**src/rtl/rtc_pkg.sv**
```systemverilog
package rtc_pkg;

    localparam int NSRC = 9;

    localparam int FL_32HZ  = 0;
    localparam int FL_8HZ   = 1;
    localparam int FL_4HZ   = 2;
    localparam int FL_1HZ   = 3;
    localparam int FL_MIN   = 4;
    localparam int FL_10MIN = 5;
    localparam int FL_HOUR  = 6;
    localparam int FL_HALF  = 7;
    localparam int FL_DAY   = 8;

    localparam int CTL_RUN    = 0;
    localparam int CTL_TWELVE = 1;
    localparam int CTL_BIN    = 2;

    typedef enum logic [1:0] {
        A_CTRL = 2'd0,
        A_TIME = 2'd1,
        A_IEN  = 2'd2,
        A_FLAG = 2'd3
    } addr_e;

    typedef struct packed {
        logic       pm;
        logic [5:0] hour;
        logic [6:0] min;
        logic [6:0] sec;
    } rtc_time_t;

    typedef struct packed {
        logic       carry;
        logic [6:0] val;
    } sm_step_t;

    typedef struct packed {
        logic       pm;
        logic [5:0] hour;
        logic       half;
        logic       day;
    } h_step_t;

    // divider bits below the event position for 32, 8, 4, 1 Hz
    function automatic int div_shift(input int idx);
        case (idx)
            0:       return 5;
            1:       return 3;
            2:       return 2;
            default: return 0;
        endcase
    endfunction

    function automatic logic [23:0] to_word(input rtc_time_t t);
        return {1'b0, t.pm, t.hour, 1'b0, t.min, 1'b0, t.sec};
    endfunction

    function automatic rtc_time_t from_word(input logic [23:0] w);
        rtc_time_t t;
        t.pm   = w[22];
        t.hour = w[21:16];
        t.min  = w[14:8];
        t.sec  = w[6:0];
        return t;
    endfunction

    function automatic sm_step_t sm_step(input logic [6:0] v, input logic bin);
        sm_step_t r;
        r.carry = 1'b0;
        r.val   = v + 7'd1;
        if (bin) begin
            if (v >= 7'd59) begin
                r.val   = 7'd0;
                r.carry = 1'b1;
            end
        end else if (v == 7'h59) begin
            r.val   = 7'd0;
            r.carry = 1'b1;
        end else if (v[3:0] == 4'd9) begin
            r.val = {v[6:4] + 3'd1, 4'd0};
        end
        return r;
    endfunction

    function automatic logic tens_edge(input logic [6:0] v, input logic bin);
        if (bin) return (v % 7'd10) == 7'd0;
        return v[3:0] == 4'd0;
    endfunction

    function automatic h_step_t hour_step(input logic [5:0] h, input logic pm,
                                          input logic twelve);
        h_step_t r;
        r.pm   = pm;
        r.half = 1'b0;
        r.day  = 1'b0;
        if (h[3:0] == 4'd9) r.hour = {h[5:4] + 2'd1, 4'd0};
        else                r.hour = h + 6'd1;
        if (twelve) begin
            if (h == 6'h12) begin
                r.hour = 6'h01;
            end else if (h == 6'h11) begin
                r.pm   = ~pm;
                r.half = 1'b1;
                r.day  = pm;
            end
        end else begin
            if (h == 6'h23) begin
                r.hour = 6'h00;
                r.half = 1'b1;
                r.day  = 1'b1;
            end else if (h == 6'h11) begin
                r.half = 1'b1;
            end
        end
        return r;
    endfunction

    function automatic logic legal12(input logic [5:0] h);
        return (h == 6'h10) || (h == 6'h11) || (h == 6'h12) ||
               (h[5:4] == 2'd0 && h[3:0] >= 4'd1 && h[3:0] <= 4'd9);
    endfunction

endpackage

```
**src/rtl/rtc_divider.sv**
```systemverilog
module rtc_divider
    import rtc_pkg::*;
#(
    parameter int DIV_LOG2 = 8
) (
    input  logic                clk,
    input  logic                rst,
    input  logic                tick,
    input  logic                run,
    input  logic                clr,
    output logic [DIV_LOG2-1:0] dv,
    output logic [3:0]          dev
);
    logic adv;
    assign adv = tick & run;

    always_ff @(posedge clk) begin
        if (rst || clr) dv <= '0;
        else if (adv)   dv <= dv + 1'b1;
    end

    for (genvar i = 0; i < 4; i++) begin : g_ev
        localparam logic [DIV_LOG2-1:0] MSK =
            DIV_LOG2'((1 << (DIV_LOG2 - div_shift(i))) - 1);
        assign dev[i] = adv && ((dv & MSK) == MSK);
    end
endmodule

```
**src/rtl/rtc_time_core.sv**
```systemverilog
module rtc_time_core
    import rtc_pkg::*;
(
    input  logic      clk,
    input  logic      rst,
    input  logic      sec_ev,
    input  logic      twelve,
    input  logic      bin,
    input  logic      load,
    input  rtc_time_t load_val,
    input  logic      pm_clr,
    output rtc_time_t tm,
    output logic      ev_min,
    output logic      ev_10min,
    output logic      ev_hour,
    output logic      ev_half,
    output logic      ev_day
);
    sm_step_t  s_nx, m_nx;
    h_step_t   h_nx;
    rtc_time_t nx;

    always_comb begin
        s_nx = sm_step(tm.sec, bin);
        m_nx = sm_step(tm.min, bin);
        h_nx = hour_step(tm.hour, tm.pm, twelve);
        nx   = tm;
        ev_min   = 1'b0;
        ev_10min = 1'b0;
        ev_hour  = 1'b0;
        ev_half  = 1'b0;
        ev_day   = 1'b0;
        if (sec_ev) begin
            nx.sec = s_nx.val;
            if (s_nx.carry) begin
                ev_min   = 1'b1;
                nx.min   = m_nx.val;
                ev_10min = tens_edge(m_nx.val, bin);
                if (m_nx.carry) begin
                    ev_hour = 1'b1;
                    nx.hour = h_nx.hour;
                    nx.pm   = h_nx.pm;
                    ev_half = h_nx.half;
                    ev_day  = h_nx.day;
                end
            end
        end
    end

    always_ff @(posedge clk) begin
        if (rst) begin
            tm <= '0;
        end else if (load) begin
            tm    <= load_val;
            tm.pm <= load_val.pm & twelve;
        end else if (pm_clr) begin
            tm.pm <= 1'b0;
        end else begin
            tm <= nx;
        end
    end
endmodule

```
**src/rtl/rtc_irq.sv**
```systemverilog
module rtc_irq #(
    parameter int NS = 9
) (
    input  logic          clk,
    input  logic          rst,
    input  logic [NS-1:0] set,
    input  logic          wr_ien,
    input  logic [NS-1:0] ien_d,
    input  logic [NS-1:0] clr,
    output logic [NS-1:0] ien,
    output logic [NS-1:0] flags,
    output logic          irq
);
    always_ff @(posedge clk) begin
        if (rst) begin
            ien   <= '0;
            flags <= '0;
        end else begin
            if (wr_ien) ien <= ien_d;
            flags <= (flags & ~clr) | set;
        end
    end

    assign irq = |(flags & ien);
endmodule

```
**src/rtl/rtc_clock_top.sv**
```systemverilog
module rtc_clock_top
    import rtc_pkg::*;
#(
    parameter int DIV_LOG2 = 8
) (
    input  logic        clk,
    input  logic        rst,
    input  logic        tick,
    input  logic        wr_en,
    input  logic [1:0]  addr,
    input  logic [23:0] wdata,
    output logic [23:0] rdata,
    output logic        irq
);
    logic run_q, twelve_q, bin_q;
    logic wr_ctrl, wr_time, wr_ien, pm_clr;
    logic [NSRC-1:0] clr_v, set_v, ien, flags;
    logic [DIV_LOG2-1:0] dv;
    logic [3:0] dev;
    rtc_time_t tm;
    logic [23:0] time_word;
    logic ev_min, ev_10min, ev_hour, ev_half, ev_day;
    addr_e a;

    assign a       = addr_e'(addr);
    assign wr_ctrl = wr_en && a == A_CTRL;
    assign wr_time = wr_en && a == A_TIME && !run_q;
    assign wr_ien  = wr_en && a == A_IEN;
    assign clr_v   = (wr_en && a == A_FLAG) ? wdata[NSRC-1:0] : '0;
    assign pm_clr  = wr_ctrl && twelve_q && !wdata[CTL_TWELVE];

    always_ff @(posedge clk) begin
        if (rst) begin
            run_q    <= 1'b0;
            twelve_q <= 1'b0;
            bin_q    <= 1'b0;
        end else if (wr_ctrl) begin
            run_q    <= wdata[CTL_RUN];
            twelve_q <= wdata[CTL_TWELVE];
            bin_q    <= wdata[CTL_BIN];
        end
    end

    rtc_divider #(.DIV_LOG2(DIV_LOG2)) u_div (
        .clk(clk), .rst(rst), .tick(tick), .run(run_q), .clr(wr_time),
        .dv(dv), .dev(dev)
    );

    rtc_time_core u_core (
        .clk(clk), .rst(rst), .sec_ev(dev[FL_1HZ]), .twelve(twelve_q),
        .bin(bin_q), .load(wr_time), .load_val(from_word(wdata)),
        .pm_clr(pm_clr), .tm(tm), .ev_min(ev_min), .ev_10min(ev_10min),
        .ev_hour(ev_hour), .ev_half(ev_half), .ev_day(ev_day)
    );

    assign set_v = {ev_day, ev_half, ev_hour, ev_10min, ev_min, dev};

    rtc_irq #(.NS(NSRC)) u_irq (
        .clk(clk), .rst(rst), .set(set_v), .wr_ien(wr_ien),
        .ien_d(wdata[NSRC-1:0]), .clr(clr_v), .ien(ien), .flags(flags),
        .irq(irq)
    );

    assign time_word = to_word(tm);

    always_comb begin
        case (a)
            A_CTRL:  rdata = {21'd0, bin_q, twelve_q, run_q};
            A_TIME:  rdata = time_word;
            A_IEN:   rdata = {{(24-NSRC){1'b0}}, ien};
            default: rdata = {{(24-NSRC){1'b0}}, flags};
        endcase
    end
endmodule

```
**config.mk**
```make
export PLATFORM = sky130hd
export DESIGN_NAME = rtc_clock_top
export DESIGN_NICKNAME = d
export VERILOG_FILES = /design/src/rtl/rtc_pkg.sv /design/src/rtl/rtc_divider.sv /design/src/rtl/rtc_time_core.sv /design/src/rtl/rtc_irq.sv /design/src/rtl/rtc_clock_top.sv
export SDC_FILE = /design/constraint.sdc
export NUM_CORES = 1
export LEC_CHECK = 0
export BUFFER_PORTS_ARGS = -buffer_cell sky130_fd_sc_hd__buf_4
export CORE_UTILIZATION = 40
export DETAILED_ROUTE_END_ITERATION = 10
export PLACE_DENSITY_LB_ADDON = 0.25
export SYNTH_ARGS = -nofsm -noshare
export SYNTH_HDL_FRONTEND = slang
export SYNTH_SLANG_ARGS = --single-unit
```
**constraint.sdc**
```tcl
create_clock -name clk -period 4.2 [get_ports clk]
set_input_delay 0.84 -clock clk [delete_from_list [all_inputs] [get_ports clk]]
set_output_delay 0.84 -clock clk [all_outputs]
set_load 0.02 [all_outputs]
```
Yosys cells after proc, flatten, opt, wreduce, memory -nomap -nowiden
Index checks and enable logic that the tools add are counted.

operators by class
  add/sub/neg operators = 7
  $mul = 0
  div/mod/pow operators = 1
  $lt $le $gt $ge = 2
  eq/ne operators = 17
  shifts and indexed selects = 0
  multiplexer cells = 48
  bitwise gates (word level) = 7
  reduce and logical (&&, ||, !) cells = 30

operators by type and width
  operator             count
  $pmux 23 s3          1
  $mux 21              2
  $mux 8               5
  $mux 7               5
  $mux 1               27
  $mux 20              1
  $and 9x9->9          2
  $mux 6               3
  $reduce_bool 3->1    5
  $add 7x1->7 const B  2
  $eq 7x7->1 const B   2
  $ge 7x6->1 const B   2
  $mux 14              1
  $eq 4x4->1 const B   3
  $eq 6x5->1 const B   2
  $eq 6x6->1 const B   2
  $logic_and 1x1->1    11
  $mux 9               1
  $not 9->9            1
  $or 9x9->9           1
  $reduce_or 9->1      1
  $add 8x1->8 const B  1
  $eq 8x8->1 const B   1
  $logic_not 7->1      1
  other kinds (22)     29

word-level totals
  register bits = 50
  bits in latches = 0
  bits in writable memories = 0
  memory bits (read-only) = 0
  input port bits = 30
  output and inout port bits = 25
  word-level logic and storage cells = 122
  memories kept = 0

Longest topological paths before layout
Gate-level depths: netlist of run 1.

  depth in word-level cells = 11
  depth in mapped cells = 19

Cells and area by module
Synthesis of run 1 repeated with hierarchy kept, for this count alone.

second synthesis, totals
  cell total of the unflattened synthesis = 557
  area total of the unflattened synthesis = 4150.2 µm²

modules (own cells, without submodules)
  module         instances  cells each  area an instance (µm²)
  rtc_time_core  1          370         2514.9
  rtc_irq        1          71          660.6
  rtc_clock_top  1          64          551.8
  rtc_divider    1          52          422.9

Worst setup path before layout of run 1
Ideal clock, no wire load.

  kind = register to register
  start = reg, netlist name u_core.tm[8]
  end = reg u_irq.flags[5]
  setup time = 69 ps
  arrival = 3455 ps
  required time = 4131 ps
  setup slack = 676 ps
  cell stages (with the launch flop) = 19
  period minus slack after synthesis = 3524 ps
  cells stage by stage = dfxtp_1 > ha_1 > buf_2 > or3b_1 > o221ai_2 > nor3_1 > nor4_4 > buf_6 > and2_1 > a211o_1 > o211a_2 > ha_1 > clkbuf_1 > a21oi_1 > a211oi_1 > nor2_1 > a2111oi_0 > a31oi_1 > o21ai_1

between the ends
  cells in the longest elaborated chain, start to end = 11

RTL lines
  what                                              RTL line                      text
  $add 7x1->7 / $eq 4x4->1 (equally long branches)  rtc_pkg.sv:71, rtc_pkg.sv:80
  $mux 7                                            rtc_pkg.sv:80                 end else if (v[3:0] == 4'd9) begin
  $mux 7                                            rtc_pkg.sv:77                 end else if (v == 7'h59) begin
  $mux 8 (*)                                        rtc_pkg.sv:72                 if (bin) begin
  $mod 7x4->7                                       rtc_pkg.sv:87                 if (bin) return (v % 7'd10) == 7'd0;
  $logic_not 7->1                                   rtc_pkg.sv:87
  $mux 1                                            rtc_pkg.sv:87
  $mux 1 (*)                                        rtc_pkg.sv:88                 return v[3:0] == 4'd0;
  $mux 1 (*)                                        rtc_time_core.sv:35           if (s_nx.carry) begin
  $mux 1 (*)                                        rtc_time_core.sv:33           if (sec_ev) begin
  $or 9x9->9 (*)                                    rtc_irq.sv:20                 flags <= (flags & ~clr) | set;
  end signal, assigned                              rtc_irq.sv:20
  end, declared                                     rtc_irq.sv:11                 output logic [NS-1:0] flags,

Mark *: on every way between the ends. The rest lies on a longest branch, timed or not. The select of a mux whose other input is x is not followed.
A chain may end at the register's enable or synchronous reset.

Worst setup path in the final report of run 1
  start = reg, netlist name u_core.tm[8]
  end = reg u_irq.flags[5]

between the ends
  cells in the longest elaborated chain, start to end = 11

RTL lines
  what                                              RTL line
  $add 7x1->7 / $eq 4x4->1 (equally long branches)  rtc_pkg.sv:71, rtc_pkg.sv:80
  $mux 7                                            rtc_pkg.sv:80
  $mux 7                                            rtc_pkg.sv:77
  $mux 8 (*)                                        rtc_pkg.sv:72
  $mod 7x4->7                                       rtc_pkg.sv:87
  $logic_not 7->1                                   rtc_pkg.sv:87
  $mux 1                                            rtc_pkg.sv:87
  $mux 1 (*)                                        rtc_pkg.sv:88
  $mux 1 (*)                                        rtc_time_core.sv:35
  $mux 1 (*)                                        rtc_time_core.sv:33
  $or 9x9->9 (*)                                    rtc_irq.sv:20

Marks and branches as above.

==> results of run 1 <==
==> power by group <==
group	leakage [uW]	switching (uW)	internal, uW	total, uW
registers	0.000405	22.2	486	508
logic	0.00120	107	81.6	189
clock network	0.0000452	167	118	285
==> state kept, by name (all words and copies together) (netlist names) <==
signal / flops
u_core.tm: 21
u_irq.flags: 9
u_irq.ien: 9
u_div.dv: 8
bin_q: 1
run_q: 1
twelve_q: 1
==> worst register-to-register path, cell delays in order, from the launching register on <==
cell and delay, ns:
dfxtp_1 0.49, ha_2 0.34, nand4b_1 0.12, o2111a_1 0.21, and3_1 0.22, nor4_4 0.39
and2_1 0.28, a211o_1 0.12, o211a_2 0.22, ha_1 0.32, a21oi_1 0.10, a211oi_1 0.26
nor2_1 0.06, a2111oi_0 0.36, a31oi_1 0.14, o21ai_1 0.09
==> worst min path at each step <==
| stage | end | slack [ns] | depth (start not counted) | start |
|---|---|---|---|---|
| floorplan | u_irq.flags[6] | 0.45 | 2 | u_irq.flags[6] |
| global placement | u_irq.ien[0] | 0.46 | 2 | u_irq.ien[0] |
| detailed placement | u_irq.ien[6] | 0.46 | 2 | u_irq.ien[6] |
| CTS | u_irq.ien[6] | 0.48 | 2 | u_irq.ien[6] |
| global route | u_irq.ien[6] | 0.50 | 2 | u_irq.ien[6] |
| finish | u_irq.ien[6] | 0.48 | 2 | u_irq.ien[6] |
==> synth_stat cells, drive strengths merged (4+ instances only) <==
cell	number
nand2	82
dfxtp	50
nor2	49
a21oi	40
clkbuf	26
nand3	23
o21ai	20
ha	17
and2	16
buf	12
inv	12
xnor2	11
nand4	10
nor3	10
a31oi	7
mux2i	7
nor2b	7
a22o	6
a22oi	6
and3	6
or3	6
xor2	6
a311oi	5
mux2	5
or2	5
nand3b	4
o22ai	4
==> stage by stage <==
stage	hold WS, ns	utilization
detailed placement	0.4645	0.4547
global placement	0.4553	0.4547
floorplan	0.4453	-
finish	0.4756	0.4678
CTS	0.4762	0.4641
global route	0.5003	0.4678
==> routing by layer <==
layer,up-vias,share of wire
li1,1868,-
met1,1785,0.46
met4,0,0.0072
met3,7,0.049
met2,109,0.49
met5,-,0
==> kinds of logic (layout without fill, tap and decap cells) <==
| group | count (synthesis) | count (layout) | share of synthesized area |
|---|---|---|---|
| buffers and inverters | 50 | 83 | 0.06019 |
| xor gates and xnor gates | 17 | 17 | 0.03957 |
| muxes | 15 | 15 | 0.05154 |
| adders and majority gates | 17 | 17 | 0.05653 |
| DFF | 50 | 50 | 0.2660 |
| other | 1 | 2 | 0.0009967 |
| and+or+nand+nor | 234 | 234 | 0.3076 |
| AOI/OAI and AO/OA | 122 | 122 | 0.2175 |
==> final cells by class <==
type | count | area, sq um | area share
Sequential cell | 50 | 1001 | 0.2327
Tap cell | 111 | 138.9 | 0.03229
Clock inverter | 2 | 13.76 | 0.003200
Inverter | 12 | 45.04 | 0.01047
Timing Repair Buffer | 63 | 473.0 | 0.1099
Multi-Input combinational cell | 407 | 2557 | 0.5945
Clock buffer | 6 | 72.57 | 0.01687
==> what timing repair did <==
action                                  4_1_cts  5_1_grt
gates resized for setup                       0        3
buffers inserted                              0        2
endpoints found under the setup margin        0        1
==> results.toml, run 1 <==
[clocking]
cts.hold.buffers_added = 0
clock_path_buffers = 2
cts_buffers = 5
cts-root-buf = "clkbuf_8"
clkSlewWorstSetupHoldPaths_ns = 0.10
cts-htree-levels = 2
clk_latency_ns = 0.31
cts_sinks = 50
cts_tree = "built"

[setup_path]
startpoint = "u_core.tm[8]"
rrSetupSlack_ns = 0.38
cp-end-kind = "register"
rr_endpoint = "u_irq.flags[5]"
crit_fanout = 8
worstReg2RegStart = "u_core.tm[8]"
slowest_delay_ns = 0.49
worstPathRequired_ns = 4.43
crit_buf_inv = 0
crit_end = "u_irq.flags[5]"
cp.depth = 15
worst_r2r_path_depth = 15
crit_type = "reg2reg"
worstSetupStartpointType = "register"
path_cells = "ha_2 > nand4b_1 > o2111a_1 > and3_1 > nor4_4 > and2_1 > a211o_1 > o211a_2 > ha_1 > a21oi_1 > a211oi_1 > nor2_1 > a2111oi_0 > a31oi_1 > o21ai_1"
cp_top_family = "compound AO/OA/AOI/OAI gates"
worstPathArrival_ns = 4.05
crit_slowest_cell = "dfxtp_1"

[finish]
nFillCells = 976
mostFrequentLayoutCell = "nand2_1"
nets = 586
fin_cells = 651
fin_area_sq_um = 4302
antenna_cells = 0
area_delta_synth_final_pct = 14.33
final_cell_mix = "nand2_1, buf_4, dfxtp_1"
drive_gt1_frac = 0.1741

[grt]
grt_util_met3 = 0.02766
grt.overflow.total = 0
grt_pass1_wl_mm = 16.75
grt.total_usage = 0.2133
busiest_layer = "met2"
use_met1 = 0.2960
grt_pass1_vias = 3362
gr-usage-met2 = 0.3523
antenna_found_initial = 0
grt_max_degree = 45

[yosys]
synthCells = 506
synth_top_area_cell = "dfxtp_1"
ys_types = 70
synth_edf_count = 0
ys_warn_count = 0
synthArstFlopShare = 0
ys_seq_area_frac = 0.2660
synth_area_leaders = "dfxtp_1, nand2_1, ha_1"
avgSynthCellArea_sq_um = 7.435
synthesis.area_sq_um = 3762
ys_seq_elements = 50
synth_top_area_frac = 0.2660
synth_ff_type = "dfxtp_1"

[power_and_ir_drop]
vdd_ir_drop_max_uv = 112.6
p_per_area_nw_per_um2 = 228.4
p_total_uw = 982.5
p_leak_uw = 0.001653

[routing]
first_pass_iters = 4
wl_per_cell_um = 15.73
wl_mm = 10.24
via_count = 3769
drt_iter0_markers = 217
viasPerCell = 5.790
route.detailed.drc = 0
antenna_left = 0

[floorplanning]
ios = 55
dieArea_sq_um = 9798
start_util = 0.4091
die_y_um = 98.99
die_x_um = 98.99
coreArea_sq_um = 9196
fp-row-count = 35

[placement]
globalplace.congestion = 0.8929
place_area_sq_um = 4182
dp_hpwl_mm = 7.414
pre_cts_slack_ns = 0.3620
placed_cells = 641
portBuffers = 50

[sta]
setup_tns_ns = 0
finalSetupViolCount = 0
max-slew-margin-rel = 0.5464
hold_viol = 0
fin_skew_ns = 0.01437
finalMaxSlewViolations = 0
tightestPinTransition_ns = 0.6780
layout_min_cycle_time_ns = 3.818
rsz0062_at_grt = "false"
period_share = 0.9091
fin_ws_ns = 0.3819
fmax_mhz = 261.9

[job]
drv_cap = 0

[status]
outcome = "finished clean"

[worst_hold_path]
hp-class = "reg2reg"
No activity file was read; power rests on OpenSTA's default activity.
==> run 2, diff against run 1 <==
==> constraint.sdc (replaced) <==
create_clock -name clk -period 3.2 [get_ports clk]
set_input_delay 0.64 -clock clk [delete_from_list [all_inputs] [get_ports clk]]
set_output_delay 0.64 -clock clk [all_outputs]
set_load 0.02 [all_outputs]
==> run 2 against run 1 <==
The flow now finishes with violations (setup timing). Die area did not move. Fmax rose by 16%. Sequential cell count did not move. Largest cell class unchanged. Setup slack got worse by 0.48 ns. Clock-buffer cell count fell by 1. Sequential share of layout area fell by 1.8 points. Highest routed layer unchanged. Design area rose by 9.0%.
==> results.toml, run 2 (synthesis results as in run 1) <==
[finish]
largest-register = "u_core.tm"
utilization = 0.5097
register_area_sq_um = 1008
nets = 622
final_cell_mix = "buf_4, nand2_1, nor2_1"
mostFrequentLayoutCell = "buf_4"
largest_register_ff_count = 21
drive_gt1_frac = 0.2587
fin_cells = 687
multi_input_area_sq_um = 2644
largestRegisters = "u_core.tm (21), u_irq.flags (9), u_irq.ien (9)"
antenna_cells = 0
nFillCells = 910
area_delta_synth_final_pct = 24.58

[placement]
pre_cts_slack_ns = -0.09903
placed_cells = 671
globalplace.congestion = 0.8593
portBuffers = 50
dp_hpwl_mm = 7.926

[sta]
hold_ws_ns = 0.4784
tightestPinTransition_ns = 0.6897
fin_ws_ns = -0.09764
finalMaxSlewViolations = 0
layout_min_cycle_time_ns = 3.298
period_share = 1.031
rsz0062_at_grt = "true"
max-slew-margin-rel = 0.5385
fin_skew_ns = 0.008031
fmax_mhz = 303.2
hold_viol = 0
finalSetupViolCount = 1

[setup_path]
crit_slowest_cell = "dfxtp_4"
rr_endpoint = "u_irq.flags[5]"
worstReg2RegStart = "u_core.tm[8]"
crit_fanout = 4
crit_type = "reg2reg"
cp-end-kind = "register"
startpoint = "u_core.tm[8]"
path_cells = "inv_1 > ha_2 > o21a_1 > o221ai_2 > nor3_2 > nor4_4 > buf_4 > nand2_2 > or3_4 > o211a_4 > ha_4 > inv_2 > nand3_2 > nand4_1 > o22a_2 > nor2b_4 > o31a_1 > o21ai_1"
slowest_delay_ns = 0.39
worstPathArrival_ns = 3.56
rrSetupSlack_ns = -0.1
worstPathRequired_ns = 3.46
worst_r2r_path_depth = 18
crit_end = "u_irq.flags[5]"
crit_buf_inv = 3
cp.depth = 18
worstSetupStartpointType = "register"
cp_top_family = "compound AO/OA/AOI/OAI gates"

[clocking]
cts-htree-levels = 2
clkSlewWorstSetupHoldPaths_ns = 0.11
cts.hold.buffers_added = 0
cts_sinks = 50
cts_buffers = 5
cts-root-buf = "clkbuf_8"
cts_tree = "built"
clock_path_buffers = 2
clk_latency_ns = 0.32

[routing]
drt_iter0_markers = 276
wl_per_cell_um = 15.60
first_pass_iters = 6
wl_mm = 10.72
antenna_left = 0
route.detailed.drc = 0
via_count = 3857
viasPerCell = 5.614

[floorplanning]
fp-row-count = 35
coreArea_sq_um = 9196
dieArea_sq_um = 9798
die_x_um = 98.99
ios = 55
start_util = 0.4091
die_y_um = 98.99

[job]
drv_cap = 0

[grt]
grt_pass1_wl_mm = 17.64
grt_pass1_vias = 3733
grt_max_degree = 45
grt.overflow.total = 0
grt.total_usage = 0.2224
antenna_found_initial = 0

[power_and_ir_drop]
p_per_area_nw_per_um2 = 293.3
vdd_ir_drop_max_uv = 202.5
p_leak_uw = 0.001856

[status]
outcome = "complete, but fails checks"
violations = "setup timing"

[worst_hold_path]
hp-class = "reg2reg"
## run 2: what timing repair did
| action | 4_1_cts | 5_1_grt |
|---|---|---|
| cloned | 0 | 0 |
| resized for setup | 6 | 8 |
| hold endpoints to repair | 0 | 0 |
| endpoints found under the setup margin | 1 | 2 |
| pin swaps | 9 | 13 |
| setup buffers | 5 | 3 |
## run 2: through the flow
step	setup TNS (ns)	total power [uW]	cell area (sq um)
2_1_floorplan	-0.06475	851.3	3830
3_3_place_gp	-0.06132	949.8	4467
3_5_place_dp	-0.09903	955.5	4467
6_report	-0.09764	1375	4687
5_1_grt	-0.2125	1445	4687
4_1_cts	-0.07851	1370	4616
## run 2: worst register-to-register path, delay by kind of cell (launching register included)
family,cells,cell delay [ns]
AO/OA/AOI/OAI,6,1.19
adder cells (fa/ha/maj),2,0.35
buffers and inverters,3,0.27
flip-flops,1,0.39
AND/OR/NAND/NOR,7,1.04
## run 2: routing by layer
metal / vias to the layer above / routed length (um) / share of wire / track usage
met5: - / 0 / 0 / 0
met4: 0 / 143 / 0.013 / 0.06200
met3: 14 / 473 / 0.044 / 0.03050
met2: 103 / 5080 / 0.47 / 0.3868
met1: 1801 / 5019 / 0.47 / 0.2867
li1: 1939 / - / - / -
## run 2: layout make-up
| type | instances | share of cell area |
|---|---|---|
| Multi-Input combinational cell | 407 | 0.5641 |
| Sequential cell | 50 | 0.2152 |
| Timing Repair Buffer | 99 | 0.1612 |
| Tap cell | 111 | 0.02963 |
| Clock buffer | 5 | 0.01468 |
| Inverter | 12 | 0.009610 |
| Clock inverter | 3 | 0.005606 |
## run 2: power breakdown
part | switching (uW) | internal (uW)
Clock | 252 | 162
Sequential | 28.1 | 638
Combinational | 155 | 140
Total | 435 | 939
## run 2: worst min-delay path by stage
stage / startpoint / end / slack (ns) / cells past startpoint
4_1_cts: u_irq.ien[6] / u_irq.ien[6] / 0.48 / 2
2_1_floorplan: u_irq.flags[6] / u_irq.flags[6] / 0.45 / 2
3_3_place_gp: u_irq.ien[1] / u_irq.ien[1] / 0.45 / 2
5_1_grt: u_irq.ien[3] / u_irq.ien[3] / 0.50 / 2
6_report: u_irq.ien[1] / u_irq.ien[1] / 0.48 / 2
3_5_place_dp: u_irq.ien[6] / u_irq.ien[6] / 0.46 / 2
==> run 3, diff against run 2 <==
--- a/config.mk
+++ b/config.mk
@@ -5,9 +5,11 @@
 export SDC_FILE = /design/constraint.sdc
 export NUM_CORES = 1
 export LEC_CHECK = 0
+export ABC_AREA = 1
 export BUFFER_PORTS_ARGS = -buffer_cell sky130_fd_sc_hd__buf_4
 export CORE_UTILIZATION = 40
 export DETAILED_ROUTE_END_ITERATION = 10
+export GPL_TIMING_DRIVEN = 0
 export PLACE_DENSITY_LB_ADDON = 0.25
 export SYNTH_ARGS = -nofsm -noshare
 export SYNTH_HDL_FRONTEND = slang
==> constraint.sdc (replaced) <==
create_clock -name clk -period 2.86 [get_ports clk]
set_input_delay 0.572 -clock clk [delete_from_list [all_inputs] [get_ports clk]]
set_output_delay 0.572 -clock clk [all_outputs]
set_load 0.02 [all_outputs]
==> run 3 against run 2 <==
The run ends with DRC, setup timing left. Critical path type unchanged. First-iteration DRC count shrank 3.6%. Clock skew grew 0.00078 ns. Register-to-register slack is essentially flat. Fmax grew 12%. Sequential share of layout area grew 0.53 points. Utilization grew 1.5 points. Sequential cell count is the same. Non-clock buffer count shrank 16.
==> results.toml, run 3 <==
[status]
outcome = "complete, but fails checks"
violations = "DRC, setup timing"

[sta]
finalMaxSlewViolations = 0
max-slew-margin-rel = 0.6069
period_share = 1.032
fin_ws_ns = -0.09198
tightestPinTransition_ns = 0.5896
hold_ws_ns = 0.4769
finalSetupViolCount = 1
rsz0062_at_grt = "true"
hold_viol = 0
fin_skew_ns = 0.008811
layout_min_cycle_time_ns = 2.952
fmax_mhz = 338.8

[finish]
final_cell_mix = "nand2_1, inv_1, buf_4"
nFillCells = 855
largest_register_ff_count = 21
utilization = 0.5247
area_delta_synth_final_pct = 25.78
multi_input_area_sq_um = 2477
nets = 689
antenna_cells = 0
register_area_sq_um = 1018
drive_gt1_frac = 0.2430
largestRegisters = "u_core.tm (21), u_irq.flags (9), u_irq.ien (9)"
mostFrequentLayoutCell = "nand2_1"
largest-register = "u_core.tm"

[clocking]
cts_sinks = 50
cts.hold.buffers_added = 0
clock_path_buffers = 2
cts_buffers = 5
clk_latency_ns = 0.30
cts_tree = "built"
cts-root-buf = "clkbuf_8"
cts-htree-levels = 2
clkSlewWorstSetupHoldPaths_ns = 0.09

[yosys]
synth_edf_count = 0
synth.mux.area_fraction = 0
synthesis.area_sq_um = 3674
avgSynthCellArea_sq_um = 6.467
synth_area_leaders = "dfxtp_1, nand2_1, inv_1"
synth_xor_area_frac = 0.01431
ys_seq_elements = 50
synth_most_common_cell = "nand2_1"
ys_seq_area_frac = 0.2725
synth_adder_area_share = 0.05790
synthCells = 568
ys_warn_count = 0
synth_ff_type = "dfxtp_1"
synthArstFlopShare = 0
synth_top_area_frac = 0.2725
synth_top_area_cell = "dfxtp_1"
synth_commonest_cells = "nand2_1, inv_1, nor2_1"
yosys.area_share.simple = 0.3535
synth_top_family_by_area = "simple AND/OR/NAND/NOR gates"
ys_types = 41
synth-compound-area-share = 0.1897

[floorplanning]
fp-row-count = 34
ios = 55
dieArea_sq_um = 9571
die_x_um = 97.83
start_util = 0.4172
die_y_um = 97.83
coreArea_sq_um = 8806

[grt]
use_met1 = 0.3025
antenna_found_initial = 0
gr-usage-met2 = 0.4085
busiest_layer = "met2"
grt_pass1_wl_mm = 18.51
grt_util_met3 = 0.02147
grt.total_usage = 0.2346
grt.overflow.total = 0
grt_max_degree = 14
grt_pass1_vias = 3950

[setup_path]
crit_fanout = 4
worstPathArrival_ns = 3.19
crit_top_cell = "nand2_1"
slowest_delay_ns = 0.39
cp-end-kind = "register"
crit_slowest_cell = "dfxtp_4"
crit_type = "reg2reg"
worstPathRequired_ns = 3.10
worstSetupStartpointType = "register"

[routing]
route.detailed.drc = 2
viasPerCell = 5.439
drt_iter0_markers = 266
via_count = 4079
wl_mm = 11.05
antenna_left = 0
wl_per_cell_um = 14.73
first_pass_iters = 8

[power_and_ir_drop]
p_leak_uw = 0.001978
p_total_uw = 1400
vdd_ir_drop_max_uv = 172.7
p_per_area_nw_per_um2 = 302.9

[placement]
pre_cts_slack_ns = -0.3841
globalplace.congestion = 0.9127
dp_hpwl_mm = 8.289
portBuffers = 49

[worst_hold_path]
hp-class = "reg2reg"

[job]
drv_cap = 0
[run 3: changes by cell type in the layout (fill, tap and decap cells not counted), sizes merged, moves of 9 or more]
cell,delta
xnor2,-11
and2,-16
nand2,+56
clkbuf,+15
nand3,+33
buf,-29
inv,+70
nor2,+9
[run 3: cells by family (layout without fill, tap and decap cells)]
family	after synthesis	count (layout)
other cells	1	2
compound gates	114	114
fa+ha+maj	17	17
simple gates	278	278
xor+xnor	6	6
buf+inv	102	175
flops	50	50
[run 3: path summary, 6_finish.rpt]
kind / start / endpoint / slack, ns / cells after the start
min: u_irq.ien[7] / u_irq.ien[7] / 0.48 / 2
min reg2reg: u_irq.ien[7] / u_irq.ien[7] / 0.48 / 2
max reg2reg: u_core.tm[12] / u_irq.flags[5] / -0.09 / 26
max: u_core.tm[12] / u_irq.flags[5] / -0.09 / 26
[run 3: per-layer routing]
metal / share of wire / vias to the layer above
li1: - / 2043
met1: 0.44 / 1874
met2: 0.48 / 136
met3: 0.050 / 26
met4: 0.026 / 0
met5: 0 / -
[run 3: power by group]
part	total (uW)	internal (uW)	switching, uW
registers	729	711	17.7
logic	269	98.7	170
clock network	402	169	233
total	1400	979	421
[run 3: metrics by stage]
| step | cell area (sq um) | cells | TNS (ns) |
|---|---|---|---|
| after global routing | 4621 | 750 | -0.3130 |
| final | 4621 | 750 | -0.09198 |
| after detailed placement | 4180 | 726 | -0.3841 |
| after CTS | 4507 | 747 | -0.07484 |
| after floorplan | 3677 | 569 | 0 |
| after global placement | 4180 | 726 | -0.3639 |
[run 3: critical path: cells and delay by family, from the launching register on]
kind	cells	cell delay [ns]
and+or+nand+nor	16	1.21
adders and majority gates	2	0.41
AOI/OAI and AO/OA	4	0.66
DFF	1	0.39
buffers and inverters	4	0.20
[run 3: final cells by class]
| class | count | area share |
|---|---|---|
| Multi-Input combinational cell | 417 | 0.5362 |
| Inverter | 85 | 0.07176 |
| Buffer | 17 | 0.01868 |
| Timing Repair Buffer | 66 | 0.1072 |
| Clock buffer | 7 | 0.01652 |
| Tap cell | 108 | 0.02924 |
| Sequential cell | 50 | 0.2204 |
[run 3: repair_timing]
item / in CTS / in global routing
buffers inserted: 14 / 3
setup endpoints to repair: 2 / 6
hold endpoints to repair: 0 / 0
pin swaps: 23 / 21
gates resized for setup: 41 / 24
